==> src/rtl/vtg_pkg.sv <==
package vtg_pkg;

  localparam int GLYPH_W    = 8;
  localparam int GLYPH_H    = 8;
  localparam int FONT_CODES = 128;
  localparam int FONT_BYTES = FONT_CODES * GLYPH_H;
  // counter -> ram addr -> code -> font addr -> font -> shifter -> pix reg
  localparam int PIPE_LAT   = 9;

  typedef struct packed {
    logic hs_n;
    logic vs_n;
  } sync_t;

  localparam sync_t SYNC_IDLE = '{hs_n: 1'b1, vs_n: 1'b1};

  function automatic logic [GLYPH_W-1:0] glyph_bits(input logic [GLYPH_W-1:0] font,
                                                    input logic inv);
    return font ^ {GLYPH_W{inv}};
  endfunction

endpackage

==> src/rtl/vtg_delay.sv <==
module vtg_delay #(
  parameter int W = 1,
  parameter int DEPTH = 1,
  parameter logic [W-1:0] RST_VAL = '0
) (
  input  logic         clk,
  input  logic         rst,
  input  logic [W-1:0] din,
  output logic [W-1:0] dout
);

  logic [W-1:0] stage [DEPTH];

  for (genvar i = 0; i < DEPTH; i++) begin : g_stage
    if (i == 0) begin : g_first
      always_ff @(posedge clk) begin
        if (rst) stage[i] <= RST_VAL;
        else     stage[i] <= din;
      end
    end else begin : g_next
      always_ff @(posedge clk) begin
        if (rst) stage[i] <= RST_VAL;
        else     stage[i] <= stage[i-1];
      end
    end
  end

  assign dout = stage[DEPTH-1];

endmodule

==> src/rtl/vtg_timing.sv <==
module vtg_timing
  import vtg_pkg::*;
#(
  parameter int COLS        = 64,
  parameter int ROWS        = 48,
  parameter int BLANK_LINES = 2,
  parameter int H_VIS  = 640,
  parameter int H_FP   = 16,
  parameter int H_SYNC = 96,
  parameter int H_BP   = 48,
  parameter int V_VIS  = 480,
  parameter int V_FP   = 10,
  parameter int V_SYNC = 2,
  parameter int V_BP   = 33,
  parameter int HW     = $clog2(H_VIS + H_FP + H_SYNC + H_BP),
  parameter int ROW_W  = $clog2(ROWS)
) (
  input  logic             clk,
  input  logic             rst,
  input  logic             scroll_we,
  input  logic [ROW_W-1:0] scroll_val,
  output logic [HW-1:0]    hcnt,
  output logic             glyph_line,
  output logic [2:0]       font_line,
  output logic [ROW_W-1:0] mem_row,
  output sync_t            sync_raw
);

  localparam int H_TOTAL    = H_VIS + H_FP + H_SYNC + H_BP;
  localparam int V_TOTAL    = V_VIS + V_FP + V_SYNC + V_BP;
  localparam int VW         = $clog2(V_TOTAL);
  localparam int ROW_LINES  = GLYPH_H + BLANK_LINES;
  localparam int SUBW       = $clog2(ROW_LINES);
  localparam int TEXT_LINES = ROWS * ROW_LINES;

  localparam logic [HW-1:0]    H_LAST     = HW'(H_TOTAL - 1);
  localparam logic [HW-1:0]    HS_BEGIN   = HW'(H_VIS + H_FP);
  localparam logic [HW-1:0]    HS_END     = HW'(H_VIS + H_FP + H_SYNC);
  localparam logic [VW-1:0]    V_LAST     = VW'(V_TOTAL - 1);
  localparam logic [VW-1:0]    VS_BEGIN   = VW'(V_VIS + V_FP);
  localparam logic [VW-1:0]    VS_END     = VW'(V_VIS + V_FP + V_SYNC);
  localparam logic [VW-1:0]    TEXT_END   = VW'(TEXT_LINES);
  localparam logic [SUBW-1:0]  SUB_LAST   = SUBW'(ROW_LINES - 1);
  localparam logic [SUBW-1:0]  SUB_GLYPH  = SUBW'(GLYPH_H);
  localparam logic [ROW_W-1:0] ROW_LAST   = ROW_W'(ROWS - 1);
  localparam logic [ROW_W:0]   ROWS_LIMIT = (ROW_W+1)'(ROWS);

  logic [VW-1:0]    vcnt;
  logic [SUBW-1:0]  sub;
  logic [ROW_W-1:0] scroll_q;
  logic             scroll_ok;

  assign scroll_ok = scroll_we && ({1'b0, scroll_val} < ROWS_LIMIT);

  always_ff @(posedge clk) begin
    if (rst) begin
      scroll_q <= '0;
    end else if (scroll_ok) begin
      scroll_q <= scroll_val;
    end
  end

  always_ff @(posedge clk) begin
    if (rst) begin
      hcnt    <= '0;
      vcnt    <= '0;
      sub     <= '0;
      mem_row <= '0;
    end else if (hcnt == H_LAST) begin
      hcnt <= '0;
      if (vcnt == V_LAST) begin
        vcnt    <= '0;
        sub     <= '0;
        mem_row <= scroll_q;
      end else begin
        vcnt <= vcnt + 1'b1;
        if (sub == SUB_LAST) begin
          sub     <= '0;
          mem_row <= (mem_row == ROW_LAST) ? '0 : mem_row + 1'b1;
        end else begin
          sub <= sub + 1'b1;
        end
      end
    end else begin
      hcnt <= hcnt + 1'b1;
    end
  end

  assign glyph_line    = (vcnt < TEXT_END) && (sub < SUB_GLYPH);
  assign font_line     = sub[2:0];
  assign sync_raw.hs_n = !((hcnt >= HS_BEGIN) && (hcnt < HS_END));
  assign sync_raw.vs_n = !((vcnt >= VS_BEGIN) && (vcnt < VS_END));

  AST_HCNT_IN_LINE: assert property (@(posedge clk) disable iff (rst)
    hcnt <= H_LAST);
  AST_VSYNC_EDGE_AT_LINE_START: assert property (@(posedge clk) disable iff (rst)
    !$stable(sync_raw.vs_n) |-> (hcnt == '0));
  AST_SCROLL_LEGAL: assert property (@(posedge clk) disable iff (rst)
    {1'b0, scroll_q} < ROWS_LIMIT);
  AST_MEMROW_LEGAL: assert property (@(posedge clk) disable iff (rst)
    mem_row <= ROW_LAST);
  AST_SCROLL_HOLD_ON_BAD: assert property (@(posedge clk) disable iff (rst)
    (scroll_we && !scroll_ok) |=> $stable(scroll_q));

endmodule

==> src/rtl/vtg_fetch.sv <==
module vtg_fetch
  import vtg_pkg::*;
#(
  parameter int COLS   = 64,
  parameter int ROWS   = 48,
  parameter int ADDR_W = 12,
  parameter int HW     = 10,
  parameter int ROW_W  = $clog2(ROWS)
) (
  input  logic              clk,
  input  logic              rst,
  input  logic [HW-1:0]     hcnt,
  input  logic              glyph_line,
  input  logic [2:0]        font_line,
  input  logic [ROW_W-1:0]  mem_row,
  input  logic [7:0]        ram_rdata,
  output logic [ADDR_W-1:0] ram_addr,
  output logic              pix
);

  localparam int TEXT_W = COLS * GLYPH_W;
  localparam logic [HW-1:0]     TEXT_W_C  = HW'(TEXT_W);
  localparam logic [ADDR_W-1:0] FONT_BASE = ADDR_W'(COLS * ROWS);

  logic [2:0]         phase;
  logic [HW-4:0]      col;
  logic               in_text;
  logic [ADDR_W-1:0]  text_addr;
  logic [ADDR_W-1:0]  font_addr;
  logic               act_q;
  logic               inv_q;
  logic [7:0]         font_q;
  logic [GLYPH_W-1:0] shift_q;

  assign phase     = hcnt[2:0];
  assign col       = hcnt[HW-1:3];
  assign in_text   = glyph_line && (hcnt < TEXT_W_C);
  assign text_addr = ADDR_W'(mem_row) * ADDR_W'(COLS) + ADDR_W'(col);
  assign font_addr = FONT_BASE + ADDR_W'({ram_rdata[6:0], font_line});

  // cell schedule: p0 text addr, p2 code in / font addr, p4 font in, p7 load
  always_ff @(posedge clk) begin
    if (rst) begin
      ram_addr <= '0;
      act_q    <= 1'b0;
      inv_q    <= 1'b0;
      font_q   <= '0;
    end else begin
      case (phase)
        3'd0: begin
          ram_addr <= text_addr;
          act_q    <= in_text;
        end
        3'd2: begin
          ram_addr <= font_addr;
          inv_q    <= ram_rdata[7];
        end
        3'd4: font_q <= ram_rdata;
        default: ;
      endcase
    end
  end

  always_ff @(posedge clk) begin
    if (rst) begin
      shift_q <= '0;
      pix     <= 1'b0;
    end else begin
      if (phase == 3'd7) shift_q <= act_q ? glyph_bits(font_q, inv_q) : '0;
      else               shift_q <= {shift_q[GLYPH_W-2:0], 1'b0};
      pix <= shift_q[GLYPH_W-1];
    end
  end

  AST_TEXT_FETCH_IN_TEXT_AREA: assert property (@(posedge clk) disable iff (rst)
    (phase == 3'd1 && act_q) |-> (ram_addr < FONT_BASE));
  AST_FONT_FETCH_IN_FONT_AREA: assert property (@(posedge clk) disable iff (rst)
    (phase == 3'd3 && act_q) |-> (ram_addr >= FONT_BASE));
  AST_IDLE_CELL_DARK: assert property (@(posedge clk) disable iff (rst)
    (phase == 3'd7 && !act_q) |=> (shift_q == '0));
  AST_BLANK_LINE_NO_FETCH: assert property (@(posedge clk) disable iff (rst)
    (phase == 3'd0 && !glyph_line) |=> !act_q);

endmodule

==> src/rtl/vga_text_gen.sv <==
module vga_text_gen
  import vtg_pkg::*;
#(
  parameter int COLS        = 64,
  parameter int ROWS        = 48,
  parameter int BLANK_LINES = 2,
  parameter int ADDR_W      = 12,
  parameter int H_VIS  = 640,
  parameter int H_FP   = 16,
  parameter int H_SYNC = 96,
  parameter int H_BP   = 48,
  parameter int V_VIS  = 480,
  parameter int V_FP   = 10,
  parameter int V_SYNC = 2,
  parameter int V_BP   = 33,
  parameter int ROW_W  = $clog2(ROWS)
) (
  input  logic              clk,
  input  logic              rst,
  input  logic              scroll_we,
  input  logic [ROW_W-1:0]  scroll_val,
  output logic [ADDR_W-1:0] ram_addr,
  input  logic [7:0]        ram_rdata,
  output logic              hsync_n,
  output logic              vsync_n,
  output logic              pix
);

  localparam int H_TOTAL = H_VIS + H_FP + H_SYNC + H_BP;
  localparam int HW      = $clog2(H_TOTAL);

  logic [HW-1:0]    hcnt;
  logic             glyph_line;
  logic [2:0]       font_line;
  logic [ROW_W-1:0] mem_row;
  sync_t            sync_raw;
  sync_t            sync_out;

  vtg_timing #(
    .COLS(COLS), .ROWS(ROWS), .BLANK_LINES(BLANK_LINES),
    .H_VIS(H_VIS), .H_FP(H_FP), .H_SYNC(H_SYNC), .H_BP(H_BP),
    .V_VIS(V_VIS), .V_FP(V_FP), .V_SYNC(V_SYNC), .V_BP(V_BP),
    .HW(HW), .ROW_W(ROW_W)
  ) u_timing (
    .clk(clk), .rst(rst),
    .scroll_we(scroll_we), .scroll_val(scroll_val),
    .hcnt(hcnt), .glyph_line(glyph_line), .font_line(font_line),
    .mem_row(mem_row), .sync_raw(sync_raw)
  );

  vtg_fetch #(
    .COLS(COLS), .ROWS(ROWS), .ADDR_W(ADDR_W), .HW(HW), .ROW_W(ROW_W)
  ) u_fetch (
    .clk(clk), .rst(rst),
    .hcnt(hcnt), .glyph_line(glyph_line), .font_line(font_line),
    .mem_row(mem_row), .ram_rdata(ram_rdata),
    .ram_addr(ram_addr), .pix(pix)
  );

  vtg_delay #(
    .W($bits(sync_t)), .DEPTH(PIPE_LAT), .RST_VAL(SYNC_IDLE)
  ) u_sync_dly (
    .clk(clk), .rst(rst), .din(sync_raw), .dout(sync_out)
  );

  assign hsync_n = sync_out.hs_n;
  assign vsync_n = sync_out.vs_n;

  AST_RESET_IDLE: assert property (@(posedge clk)
    $past(rst) |-> (hsync_n && vsync_n && !pix));
  AST_NO_PIXEL_IN_HSYNC: assert property (@(posedge clk) disable iff (rst)
    !hsync_n |-> !pix);

endmodule

==> config.mk <==
export PLATFORM = sky130hd
export DESIGN_NAME = vga_text_gen
export DESIGN_NICKNAME = d
export VERILOG_FILES = /design/src/rtl/vtg_pkg.sv /design/src/rtl/vtg_delay.sv /design/src/rtl/vtg_timing.sv /design/src/rtl/vtg_fetch.sv /design/src/rtl/vga_text_gen.sv
export SDC_FILE = /design/constraint.sdc
export NUM_CORES = 1
export LEC_CHECK = 0
export BUFFER_PORTS_ARGS = -buffer_cell sky130_fd_sc_hd__buf_4
export CAP_MARGIN = 20
export CORE_ASPECT_RATIO = 0.8
export CORE_UTILIZATION = 60
export CTS_BUF_LIST = sky130_fd_sc_hd__clkbuf_4
export DETAILED_ROUTE_END_ITERATION = 16
export PLACE_DENSITY_LB_ADDON = 0.15
export SLEW_MARGIN = 20
export SYNTH_ARGS = -nofsm -noshare
export SYNTH_HDL_FRONTEND = slang
export SYNTH_SLANG_ARGS = --single-unit
==> constraint.sdc <==
create_clock -name clk -period 3.95 [get_ports clk]
set_clock_uncertainty 0.1 [all_clocks]
set_input_delay 0.79 -clock clk [delete_from_list [all_inputs] [get_ports clk]]
set_output_delay 0.79 -clock clk [all_outputs]
set_load 0.02 [all_outputs]
# Word level (Yosys, flattened, before mapping)
# Memories as Yosys holds them, arrays and structs flattened.
# Cells that the tools add are included.
[totals] ff_bits=67 latch_bits=0 ramBits=18 romBits=0 inputBits=17 output_inout_bits=15 elab_cells=80 n_memories=1
[op_classes] n_addsub=6 multipliers=0 n_div=0 magnitude_cmp=8 eq_ne=7 shift=0 mux=21 n_bitwise=12 n_reduce_logical=13
[mem_list] name="u_sync_dly.stage" words=9 word_bits=2 read_ports=9 rd_ports_with_merged_regs=0 wr=9 line="vtg_delay.sv:12" text="logic [W-1:0] stage [DEPTH];"
[ops] cell="$pmux 12 s2" n=1
[ops] cell="$add 10x1->10 const B" n=2
[ops] cell="$eq 10x10->1 const B" n=2
[ops] cell="$lt 10x10->1 const B" n=2
[ops] cell="$lt 10x9->1 const B" n=2
[ops] cell="$mux 2" n=9
[ops] cell="$mux 6" n=3
[ops] cell="$mux 8" n=2
[ops] cell="$add 11x11->12 const A" n=1
[ops] cell="$add 12x7->12" n=1
[ops] cell="$ge 10x10->1 const B" n=1
[ops] cell="$ge 10x9->1 const B" n=1
[ops] cell="$mux 10" n=1
[ops] cell="$or 1x1->1" n=9
[ops] cell="$mux 4" n=2
[ops] cell="$xor 8x8->8" n=1
[ops] cell="$add 6x1->6 const B" n=1
[ops] cell="$eq 3x3->1 const B" n=2
[ops] cell="$eq 6x6->1 const B" n=1
[ops] cell="$lt 6x6->1 const B" n=1
[ops] cell="$logic_and 1x1->1" n=5
[ops] cell="$add 4x1->4 const B" n=1
[ops] cell="$eq 4x4->1 const B" n=1
[ops] cell="$lt 4x4->1 const B" n=1
[ops] cell="9 further kinds" n=14

# Logic depth before layout (Yosys ltp)
# Gate-level depths: netlist (run 1).
[depth] ltp_word=4 ltp_mapped=8 mapped_depth_nobuf=7

# Cells and area by module
# A second synthesis (run 1) with hierarchy kept.
[hier_totals] hier_cells=408 area_unflattened_um2=3831.2
[by_module_without_submodules] module="vtg_timing" n_inst=1 cells_each=220 area_per_inst_um2=1941.9 seq_area_each_um2=720.7
[by_module_without_submodules] module="vtg_fetch" n_inst=1 cells_each=151 area_per_inst_um2=1405.1 seq_area_each_um2=620.6
[by_module_without_submodules] module="vtg_delay" n_inst=1 cells_each=37 area_per_inst_um2=484.2 seq_area_each_um2=360.3

# Worst setup path before layout (run 1)
# OpenSTA, ideal clock, no wires.
[synth_timing] path_kind="flip-flop to flip-flop" from="register u_timing.vcnt[9]" to="register u_timing.mem_row[0]" setup_ps=132 arrival_ps=1532 required_time_ps=3718 slack_ps=2186 path_stages_with_launch=6 n_path_buf=0 period_less_slack_ps=1764 cell_sequence="dfxtp_1 -> or3b_4 -> nor4_4 -> o21ai_0 -> a211oi_1 -> nor3_1"
[synth_between] elab_chain_len=3 word_cells_on_any_way=4 cone_classes="eq/ne: 1; mux: 1; reduce/logical: 2"
[synth_rtl] element="start, declared" line="vtg_timing.sv:48" text="logic [VW-1:0] vcnt;"
[synth_rtl] element="start signal, assigned" line="vtg_timing.sv:76" text="vcnt <= vcnt + 1'b1;"
[synth_rtl] element="$eq 10x10->1 (*)" line="vtg_timing.sv:71" text="if (vcnt == V_LAST) begin"
[synth_rtl] element="$reduce_bool 2->1 (no source line)"
[synth_rtl] element="$reduce_and 2->1 (no source line)"
[synth_rtl] element="end signal, assigned" line="vtg_timing.sv:74" text="mem_row <= scroll_q;"
[synth_rtl] element="end signal, assigned" line="vtg_timing.sv:79" text="mem_row <= (mem_row == ROW_LAST) ? '0 : mem_row + 1'b1;"
[synth_rtl] element="end, declared" line="vtg_timing.sv:25" text="output logic [ROW_W-1:0] mem_row,"
# Every way passes the cells marked *; elsewhere a longest branch is shown, timed or not.
# A chain may end at the register's enable or synchronous reset.

# Worst setup path after layout (run 1)
[layout_timing] from="register u_timing.hcnt[2]" to="register u_timing.mem_row[2]"
[layout_between] elab_chain_len=2
[layout_rtl] element="start, declared" line="vtg_timing.sv:22" text="output logic [HW-1:0] hcnt,"
[layout_rtl] element="start signal, assigned" line="vtg_timing.sv:85" text="hcnt <= hcnt + 1'b1;"
[layout_rtl] element="$eq 10x10->1" line="vtg_timing.sv:69" text="end else if (hcnt == H_LAST) begin"
[layout_rtl] element="$reduce_and 2->1 (no source line)"
# No other way between the ends.

==> summary.txt, run 1 <==
STA
  • Max-slew violations: 0
  • Final Hold Fails: 0
  • Period utilisation layout: 64.9%
  • Slew Limit Headroom: 41.4%
  • Setup TNS: 0 ns
  • RSZ-0062 raised after global routing: no
  • Max Clock Freq: 390 MHz
  • Slew of the pin with the lowest slew margin: 0.872 ns
  • Min cycle time layout: 2.56 ns
  • Fin Hold WS: 0.318 ns
  • Setup Viol. Count Final: 0

Synthesis
  • Synth Area in Compound Gates: 8.47%
  • Syn Std Cell Area: 0.00369 mm^2
  • Post-synthesis async set-or-reset flop share: 0%
  • Count leader, synth: dfxtp_1
  • Cells after Synth: 429
  • Synth warnings: 0
  • Avg Synthesized Cell Area: 8.61 um^2
  • Main combinational cell family by area after synthesis: simple AND/OR/NAND/NOR gates
  • Post-Synth XOR/XNOR Area: 6.88%
  • Leading cell types by count after synthesis: dfxtp_1, nor2_1, a21oi_1
  • Synth area leader: dfxtp_1
  • Yosys reg bits: 85
  • Seq/Total Area, Yosys: 46.1%
  • Top_reg_cell synth: dfxtp_1
  • Mux contribution to synthesized area: 1.63%
  • Library cells used by synthesis: 42
  • Post-synth top area share: 46.1%
  • Synth Area in Adders: 3.73%
  • Post-Synth Simple-Gate Area: 29.5%
  • Dominant cells by area after synthesis: dfxtp_1, nor2_1, xor2_1
  • EDFF count, synth: 0
  • Net count after synthesis: 457

Route
  • Routed WL per cell: 13.0 um
  • DR pass1 iterations: 5
  • Vias: 2861
  • DR DRC count: 0
  • Antenna Violating Nets Remaining: 0
  • Drt initial violations: 197
  • Final WL: 6.88 mm
  • Via density: 5.39

Floorplanning
  • Die footprint: 0.00647 mm^2
  • Total I/O pin count: 32
  • Core area: 0.00591 mm^2
  • DIE WIDTH: 89.7 um
  • Die Ht: 72.2 um
  • Starting Density: 62.5%
  • Core Rows: 25

Finish
  • Syn-to-layout area delta: 9.28%
  • Final #Nets: 473
  • Fill count: 489
  • Non-filler cells, final: 531
  • Layout cells sized above 1: 16.4%
  • # diodes: 0

Global route
  • Total Routing Usage GR: 23.3%
  • Number of global-route vias before repair: 2659
  • Largest net degree at the start of global routing: 79
  • Initial antenna violation count: 0
  • Grt total ovfl: 0
  • First-pass GRT wire length: 12.0 mm

Critical path
  • Critical Path Fanout Max: 27
  • Worst Path Required: 4.14 ns
  • CP Launch Type: flop
  • Setup crit end kind: flop
  • Crit path DAT: 2.75 ns
  • WS Path Type: flop to flop

Power and ir drop
  • Internal power component: 0.00109 W
  • Max IR drop VDD: 0.206 mV
  • Sw Ratio: 28.1%
  • Leakage: 1.59 nW
  • Comb pwr share: 11.5%
  • Net Sw Power: 0.000425 W
  • Pwr dens: 375 mW/mm^2
  • Power share of the sequential group: 59.9%
  • Clk pwr share: 28.6%

Placement
  • Port bufs: 31
  • Placer Congestion: 0.796
  • DP HPWL: 4.66 mm
  • Placed Cells: 515

Worst hold path
  • Min-delay worst type: flop to flop

Job
  • Maxcap violations: 0

Clock network
  • Cts hold-fix bufs: 0
  • Clock buffer count from CTS: 9
  • Clock Pin Slew Worst Setup and Hold Paths: 0.13 ns
  • CTS root buf: clkbuf_4
  • CTS tree: done
  • CTS Buffer Depth: 2
  • Resized cells post-CTS: 0
  • Clock latency on the worst-skew pair: 0.43 ns
  • CTS H-Tree Depth: 3
  • Postcts setup bufs: 0
  • Num Clock Sinks: 85

Run status
  • Outcome: finished clean
-- critical path, stage by stage, from the launching register on --
cell and delay [ns]:
dfxtp_1 0.86, and4_1 0.39, and4_1 0.21, buf_4 0.26, o21ai_0 0.23, o21ai_0 0.27, a21oi_1 0.10
-- kinds of logic after synthesis --
group / after synthesis
simple gates: 212
flops: 85
compound gates: 54
buf+inv: 32
xor+xnor: 29
fa+ha+maj: 11
mux: 6
-- path summary, 6_finish.rpt --
kind                                        startpoint                      to  slack, ns  cells past startpoint
worst max-delay path                  u_timing.hcnt[2]     u_timing.mem_row[2]       1.39                      6
worst min-delay path            u_sync_dly.stage[6][0]  u_sync_dly.stage[7][0]       0.32                      1
worst max register to register        u_timing.hcnt[2]     u_timing.mem_row[2]       1.39                      6
worst min register to register  u_sync_dly.stage[6][0]  u_sync_dly.stage[7][0]       0.32                      1
-- layout make-up --
cell class                 instances  area [um^2]  area share [%]
multi-input combinational        312         1850            46.0
clock buffer                       9         67.6            1.67
inverter                           5         18.8           0.465
sequential                        85         1700            42.2
clock inverter                     7         51.3            1.27
timing repair buffer              32          240            5.95
tap                               81          101            2.51
-- placed cells by master (no fill, tap or decap), drive strengths merged, types with 9 or more instances in the layout --
cell	Yosys	routed
nor2	71	71
nor3	23	23
ha	11	11
xor2	24	24
dfxtp	85	85
nand2	23	23
buf	9	32
clkbuf	18	9
or2	16	16
o21ai	9	9
nor2b	22	22
nand3	20	20
a21oi	32	32
-- layer usage --
layer / vias up / global-route usage (%) / wire, um / part of all wire, %
met4: 0 / 8.93 / 95 / 1.4
li1: 1473 / - / - / -
met1: 1319 / 28.6 / 3260 / 47
met5: - / 0 / 0 / 0
met2: 60 / 39.4 / 3250 / 47
met3: 9 / 6.60 / 282 / 4.1
-- stage by stage --
step | total power, W | util, % | area [um^2] | worst slack, ns
finish | 0.00151 | 68.3 | 4040 | 1.39
global placement | 0.00110 | 66.2 | 3920 | 1.55
CTS | 0.00153 | 68.3 | 4040 | 1.45
detailed placement | 0.00110 | 66.2 | 3920 | 1.46
global route | 0.00159 | 68.3 | 4040 | 1.16
floorplan | 0.00104 | - | 3690 | 2.19
-- flip-flops by register name (all words and copies together), names as in the netlist, 4 cells and up --
signal             count
u_timing.scroll_q      6
u_sync_dly.stage      18
u_fetch.shift_q        8
u_timing.sub           4
u_timing.mem_row       6
u_fetch.ram_addr      12
u_fetch.font_q         8
u_timing.vcnt         10
u_timing.hcnt         10
-- power groups by stage --
stage | clock network, W | registers [W] | logic, W
floorplan | 0 | 0.000936 | 0.000102
global placement | 0 | 0.000924 | 0.000172
detailed placement | 0 | 0.000925 | 0.000174
CTS | 0.000451 | 0.000906 | 0.000175
global route | 0.000485 | 0.000911 | 0.000193
finish | 0.000433 | 0.000906 | 0.000174
(Power assumes the default switching activity.)
==> run 2: changes to the inputs <==
Settings changed: ABC_AREA from default to 1, CORE_UTILIZATION 60 to 56.
Clock period 3.95 ns to 2.1 ns, I/O delays scaled along.
==> run 2 against run 1 <==
  * Design area increased by 2.6%
  * Flip-flop and latch count unchanged
  * Synthesized area increased by 1.7%
  * Setup slack got worse by 1.1 ns
  * Final cell count increased by 15%
  * Die area increased by 8.8%
  * Combinational power increased by 23%
  * First-iteration DRC count decreased by 19%
  * Critical path type unchanged
  * Highest routed layer unchanged
==> summary.txt, run 2 <==
Run status
  • Outcome: finished clean

Critical path
  • Worst Path Required: 2.35 ns
  • Critical Path Fanout Max: 13
  • Setup crit end kind: flop
  • Worst Setup EP: u_timing.vcnt[4]
  • WS Path Type: flop to flop
  • Top cell by count, worst path: nand2_1
  • Worst reg2reg path startpoint: u_timing.hcnt[1]
  • Reg2reg path depth: 8
  • CP Launch Type: flop
  • Max stage delay on crit path: 0.41 ns
  • R2R Path End: u_timing.vcnt[4]
  • Reg2reg setup slack: 0.26 ns
  • Slowest CP cell: dfxtp_1
  • Worst path cell trace: ha_1 -> nand3_2 -> nor2_2 -> nand2_2 -> nand2_4 -> nand2_1 -> nand2_1 -> a21oi_1
  • Crit path DAT: 2.09 ns
  • CP Launch Point: u_timing.hcnt[1]

Power and ir drop
  • Max IR drop VDD: 0.493 mV
  • Power share of the sequential group: 61.4%
  • Sw Ratio: 27.7%
  • Leakage: 1.74 nW
  • Clk pwr share: 30.8%
  • Comb pwr share: 7.8%
  • Net Sw Power: 0.000755 W
  • Pwr dens: 659 mW/mm^2
  • Internal power component: 0.00197 W

Floorplanning
  • Core Rows: 26
  • DIE WIDTH: 93.6 um
  • Die Ht: 75.3 um
  • Starting Density: 58.3%
  • Die footprint: 0.00704 mm^2
  • Total I/O pin count: 32
  • Core area: 0.00644 mm^2

STA
  • Period utilisation layout: 87.5%
  • Setup Viol. Count Final: 0
  • Slew Limit Headroom: 67.8%
  • Fin Hold WS: 0.0873 ns
  • Final Hold Fails: 0
  • Max Clock Freq: 544 MHz
  • Max-slew violations: 0
  • Slew of the pin with the lowest slew margin: 0.482 ns
  • Setup TNS: 0 ns
  • Min cycle time layout: 1.84 ns
  • RSZ-0062 raised after global routing: no

Clock network
  • CTS Buffer Depth: 2
  • Clock Pin Slew Worst Setup and Hold Paths: 0.15 ns
  • Resized cells post-CTS: 0
  • Cts hold-fix bufs: 0
  • Num Clock Sinks: 85
  • CTS H-Tree Depth: 3
  • Clock latency on the worst-skew pair: 0.45 ns
  • Clock buffer count from CTS: 9
  • CTS root buf: clkbuf_4
  • Postcts setup bufs: 0
  • CTS tree: done

Route
  • Vias: 3167
  • Routed WL per cell: 12.6 um
  • DR top layer: met4
  • DR WL met3: 458 um
  • DR DRC count: 0
  • Drt initial violations: 160
  • Antenna Violating Nets Remaining: 0
  • Via density: 5.17
  • M1 wire length: 3.85 mm
  • Wire length on met2: 3.31 mm
  • DR pass1 iterations: 4
  • Final WL: 7.69 mm

Synthesis
  • Syn Std Cell Area: 0.00376 mm^2
  • Count leader, synth: nand2_1
  • Net count after synthesis: 521
  • Yosys reg bits: 85
  • Top_reg_cell synth: dfxtp_1
  • Synth area leader: dfxtp_1
  • EDFF count, synth: 0
  • Post-synthesis async set-or-reset flop share: 0%
  • Cells after Synth: 493
  • Library cells used by synthesis: 36
  • Post-synth top area share: 45.3%
  • Leading cell types by count after synthesis: nand2_1, dfxtp_1, nor2_1
  • Dominant cells by area after synthesis: dfxtp_1, nand2_1, nor2_1
  • Seq/Total Area, Yosys: 45.3%
  • Synth warnings: 0
  • Avg Synthesized Cell Area: 7.62 um^2

Global route
  • Grt total ovfl: 0
  • Largest net degree at the start of global routing: 27
  • Total Routing Usage GR: 23.8%
  • Number of global-route vias before repair: 2793
  • Initial antenna violation count: 0
  • First-pass GRT wire length: 12.7 mm

Placement
  • DP HPWL: 5.48 mm
  • Port bufs: 31
  • Placed Cells: 596
  • Placer Congestion: 0.862

Worst hold path
  • Min-delay worst type: input port to flop
  • Hold depth: 3

Finish
  • Most frequent cells in the layout: nand2_1, dfxtp_1, nor2_1, inv_1, buf_4
  • Non-filler cells, final: 612
  • Max FFs per register: 18
  • Final #Nets: 551
  • Layout cells sized above 1: 15.5%
  • Syn-to-layout area delta: 10.2%
  • Top reg by flops: u_sync_dly.stage
  • Largest registers: u_sync_dly.stage: 18 flops, u_fetch.ram_addr: 12 flops
  • Most common cell after layout, fill and taps aside: nand2_1
  • # diodes: 0

Job
  • Maxcap violations: 0
[run 2: worst min-delay path by stage]
stage	slack (ns)	to	start
6_report	0.09	u_fetch.inv_q	ram_rdata[7]
5_1_grt	0.12	u_fetch.inv_q	ram_rdata[7]
4_1_cts	0.08	u_fetch.inv_q	ram_rdata[7]
3_5_place_dp	0.29	u_sync_dly.stage[1][0]	u_sync_dly.stage[0][0]
3_3_place_gp	0.29	u_sync_dly.stage[3][0]	u_sync_dly.stage[2][0]
2_1_floorplan	0.29	u_fetch.pix	u_fetch.shift_q[7]
[run 2: metal layers]
layer	vias to the layer above	global-route usage [%]
met5	-	0
met4	0	7.35
met3	7	6.87
met2	77	35.7
met1	1440	33.3
li1	1643	-
[run 2: kinds of logic after synthesis]
kind of cell | count (synthesis) | synth area share (%)
buffers and inverters | 69 | 8.23
DFF | 85 | 45.3
and+or+nand+nor | 242 | 28.9
AOI/OAI and AO/OA | 71 | 10.4
xor gates and xnor gates | 15 | 3.50
adders and majority gates | 11 | 3.66
[run 2: metrics by stage]
stage	utilization [%]	setup slack, ns	area, um^2	power (W)
after CTS	64.3	0.262	4140	0.00274
after global routing	64.3	0.0773	4140	0.00284
after detailed placement	62.5	0.298	4020	0.00192
after global placement	62.5	0.376	4020	0.00192
after floorplan	-	0.587	3760	0.00184
final	64.3	0.263	4140	0.00273
[run 2: cell type report]
class                           count  area, um^2
Tap cell                           84         105
Inverter                           53         209
Sequential cell                    85        1700
Multi-Input combinational cell    339        1750
Clock buffer                        9        67.6
Timing Repair Buffer               35         263
Fill cell                         587        2300
Clock inverter                      7        48.8
[run 2: worst max-delay path, delay by kind of cell, from the launching register on]
| family | cells | cell delay, ns |
|---|---|---|
| flip-flops | 1 | 0.41 |
| AO/OA/AOI/OAI | 1 | 0.05 |
| AND/OR/NAND/NOR | 6 | 1.00 |
| adder cells (fa/ha/maj) | 1 | 0.20 |
[run 2: power by group through the flow]
stage / clock network [W] / logic [W] / registers, W
5_1_grt: 0.000919 / 0.000242 / 0.00168
3_5_place_dp: 0 / 0.000214 / 0.00171
2_1_floorplan: 0 / 0.000128 / 0.00171
3_3_place_gp: 0 / 0.000210 / 0.00171
4_1_cts: 0.000851 / 0.000214 / 0.00167
6_report: 0.000840 / 0.000214 / 0.00167
==> run 3: changes to the inputs <==
Settings changed: BUFFER_PORTS_ARGS -buffer_cell sky130_fd_sc_hd__buf_4 to -buffer_cell sky130_fd_sc_hd__buf_2.
==> run 3 against run 2 <==
  * Global-route usage is 0.061 points higher
  * Worst hold slack better by 0.038 ns
  * Sequential power hardly changed
  * Count of clock-buffer cells in the layout is 1 higher
  * Total power is 0.99% higher
  * Setup slack better by 0.033 ns
  * Critical path type unchanged
  * Highest routed layer unchanged
==> summary.txt, run 3 (synthesis gave the netlist of run 2 again) <==
Run status
  • Outcome: finished clean

Finish
  • Most frequent cells in the layout: nand2_1, dfxtp_1, nor2_1, inv_1
  • Max FFs per register: 18
  • Layout cells sized above 1: 15.5%
  • Final #Nets: 552
  • Largest registers: u_sync_dly.stage: 18 flops, u_fetch.ram_addr: 12 flops
  • Multi-input gate area: 0.00175 mm^2
  • Syn-to-layout area delta: 8.63%
  • Most common cell after layout, fill and taps aside: nand2_1
  • Fill count: 609
  • Finished Cell Area: 0.00408 mm^2
  • # diodes: 0
  • Non-filler cells, final: 612
  • Fin util: 63.3%
  • Top reg by flops: u_sync_dly.stage
  • Register area: 0.00170 mm^2

Clock network
  • Postcts setup bufs: 0
  • CTS Buffer Depth: 2
  • CTS H-Tree Depth: 3
  • Cts hold-fix bufs: 0
  • Num Clock Sinks: 85
  • Clock Pin Slew Worst Setup and Hold Paths: 0.12 ns
  • Clock latency on the worst-skew pair: 0.43 ns
  • Clock buffer count from CTS: 9
  • CTS tree: done
  • CTS root buf: clkbuf_4
  • Resized cells post-CTS: 0

STA
  • Slew Limit Headroom: 65.9%
  • Max-slew violations: 0
  • Min cycle time layout: 1.80 ns
  • Setup Viol. Count Final: 0
  • Setup TNS: 0 ns
  • Max Clock Freq: 554 MHz
  • RSZ-0062 raised after global routing: no
  • Slew of the pin with the lowest slew margin: 0.511 ns
  • Period utilisation layout: 85.9%
  • Final Hold Fails: 0

Worst hold path
  • Min-delay worst type: input port to flop
  • Hold depth: 3
  • Hold EP: u_fetch.inv_q
  • Hold_sp: ram_rdata[7]

Critical path
  • CP Launch Type: flop
  • Reg2reg setup slack: 0.30 ns
  • R2R Path End: u_timing.mem_row[4]
  • Setup crit end kind: flop
  • Worst reg2reg path startpoint: u_timing.hcnt[1]
  • WS Path Type: flop to flop
  • Crit path DAT: 2.04 ns
  • Critical Path Fanout Max: 12
  • Reg2reg path depth: 8
  • Worst Path Required: 2.34 ns

Route
  • Final WL: 7.52 mm
  • Vias: 3107
  • DR DRC count: 0
  • Routed WL per cell: 12.3 um
  • Via density: 5.08
  • DR pass1 iterations: 4
  • Drt initial violations: 104
  • Antenna Violating Nets Remaining: 0

Floorplanning
  • Core area: 0.00644 mm^2
  • Core Rows: 26
  • Die Ht: 75.3 um
  • DIE WIDTH: 93.6 um
  • Total I/O pin count: 32
  • Die footprint: 0.00704 mm^2
  • Starting Density: 58.3%

Global route
  • Largest net degree at the start of global routing: 27
  • Total Routing Usage GR: 23.9%
  • Initial antenna violation count: 0
  • First-pass GRT wire length: 12.8 mm
  • Number of global-route vias before repair: 2816
  • Grt total ovfl: 0

Power and ir drop
  • Pwr Total: 0.00275 W
  • Max IR drop VDD: 0.320 mV
  • Pwr dens: 675 mW/mm^2
  • Leakage: 1.75 nW

Job
  • Maxcap violations: 0

Placement
  • Placed Cells: 597
  • Placed inst area: 0.00395 mm^2
  • Port bufs: 31
  • DP HPWL: 5.50 mm
  • Placer Congestion: 0.864
-- run 3: metrics by stage --
stage	setup WS (ns)	hold WS, ns
finish	0.296	0.125
floorplan	0.587	0.288
global route	0.116	0.118
detailed placement	0.299	0.293
CTS	0.275	0.0971
global placement	0.356	0.291
-- run 3: worst max path at each step --
| stage | slack (ns) | startpoint | endpoint |
|---|---|---|---|
| after floorplan | 0.59 | u_timing.hcnt[0] | u_timing.sub[2] |
| after global placement | 0.36 | u_timing.hcnt[1] | u_timing.vcnt[2] |
| after detailed placement | 0.30 | u_timing.hcnt[1] | u_timing.vcnt[3] |
| after CTS | 0.28 | u_timing.hcnt[1] | u_timing.vcnt[3] |
| after global routing | 0.12 | u_timing.hcnt[1] | u_timing.mem_row[3] |
| final | 0.30 | u_timing.hcnt[1] | u_timing.mem_row[4] |
-- run 3: final cells by class --
class,count,share of cell area (%)
Clock inverter,5,1.26
Sequential cell,85,41.7
Inverter,53,5.12
Multi-Input combinational cell,339,42.8
Clock buffer,10,1.84
Timing Repair Buffer,36,4.72
Tap cell,84,2.58
-- run 3: routing by layer --
metal / up-vias / GRT usage (%) / wire [um]
met2: 53 / 37.8 / 3210
met5: - / 0 / 0
met3: 8 / 7.17 / 336
met1: 1396 / 31.8 / 3890
met4: 0 / 6.84 / 80
li1: 1650 / - / -
-- run 3: critical path, cell delays in order (launching register included) --
cell      delay (ns)
dfxtp_1         0.40
ha_1            0.20
nand3_2         0.14
nor2_2          0.17
nand2_2         0.23
clkinv_4        0.16
nand2_4         0.11
nor2_1          0.14
nor2_1          0.06
-- run 3: where the power goes --
group | internal, W | switching (W)
Sequential | 0.00165 | 0.0000275
Clock | 0.000365 | 0.000518
Combinational | 0.0000684 | 0.000130
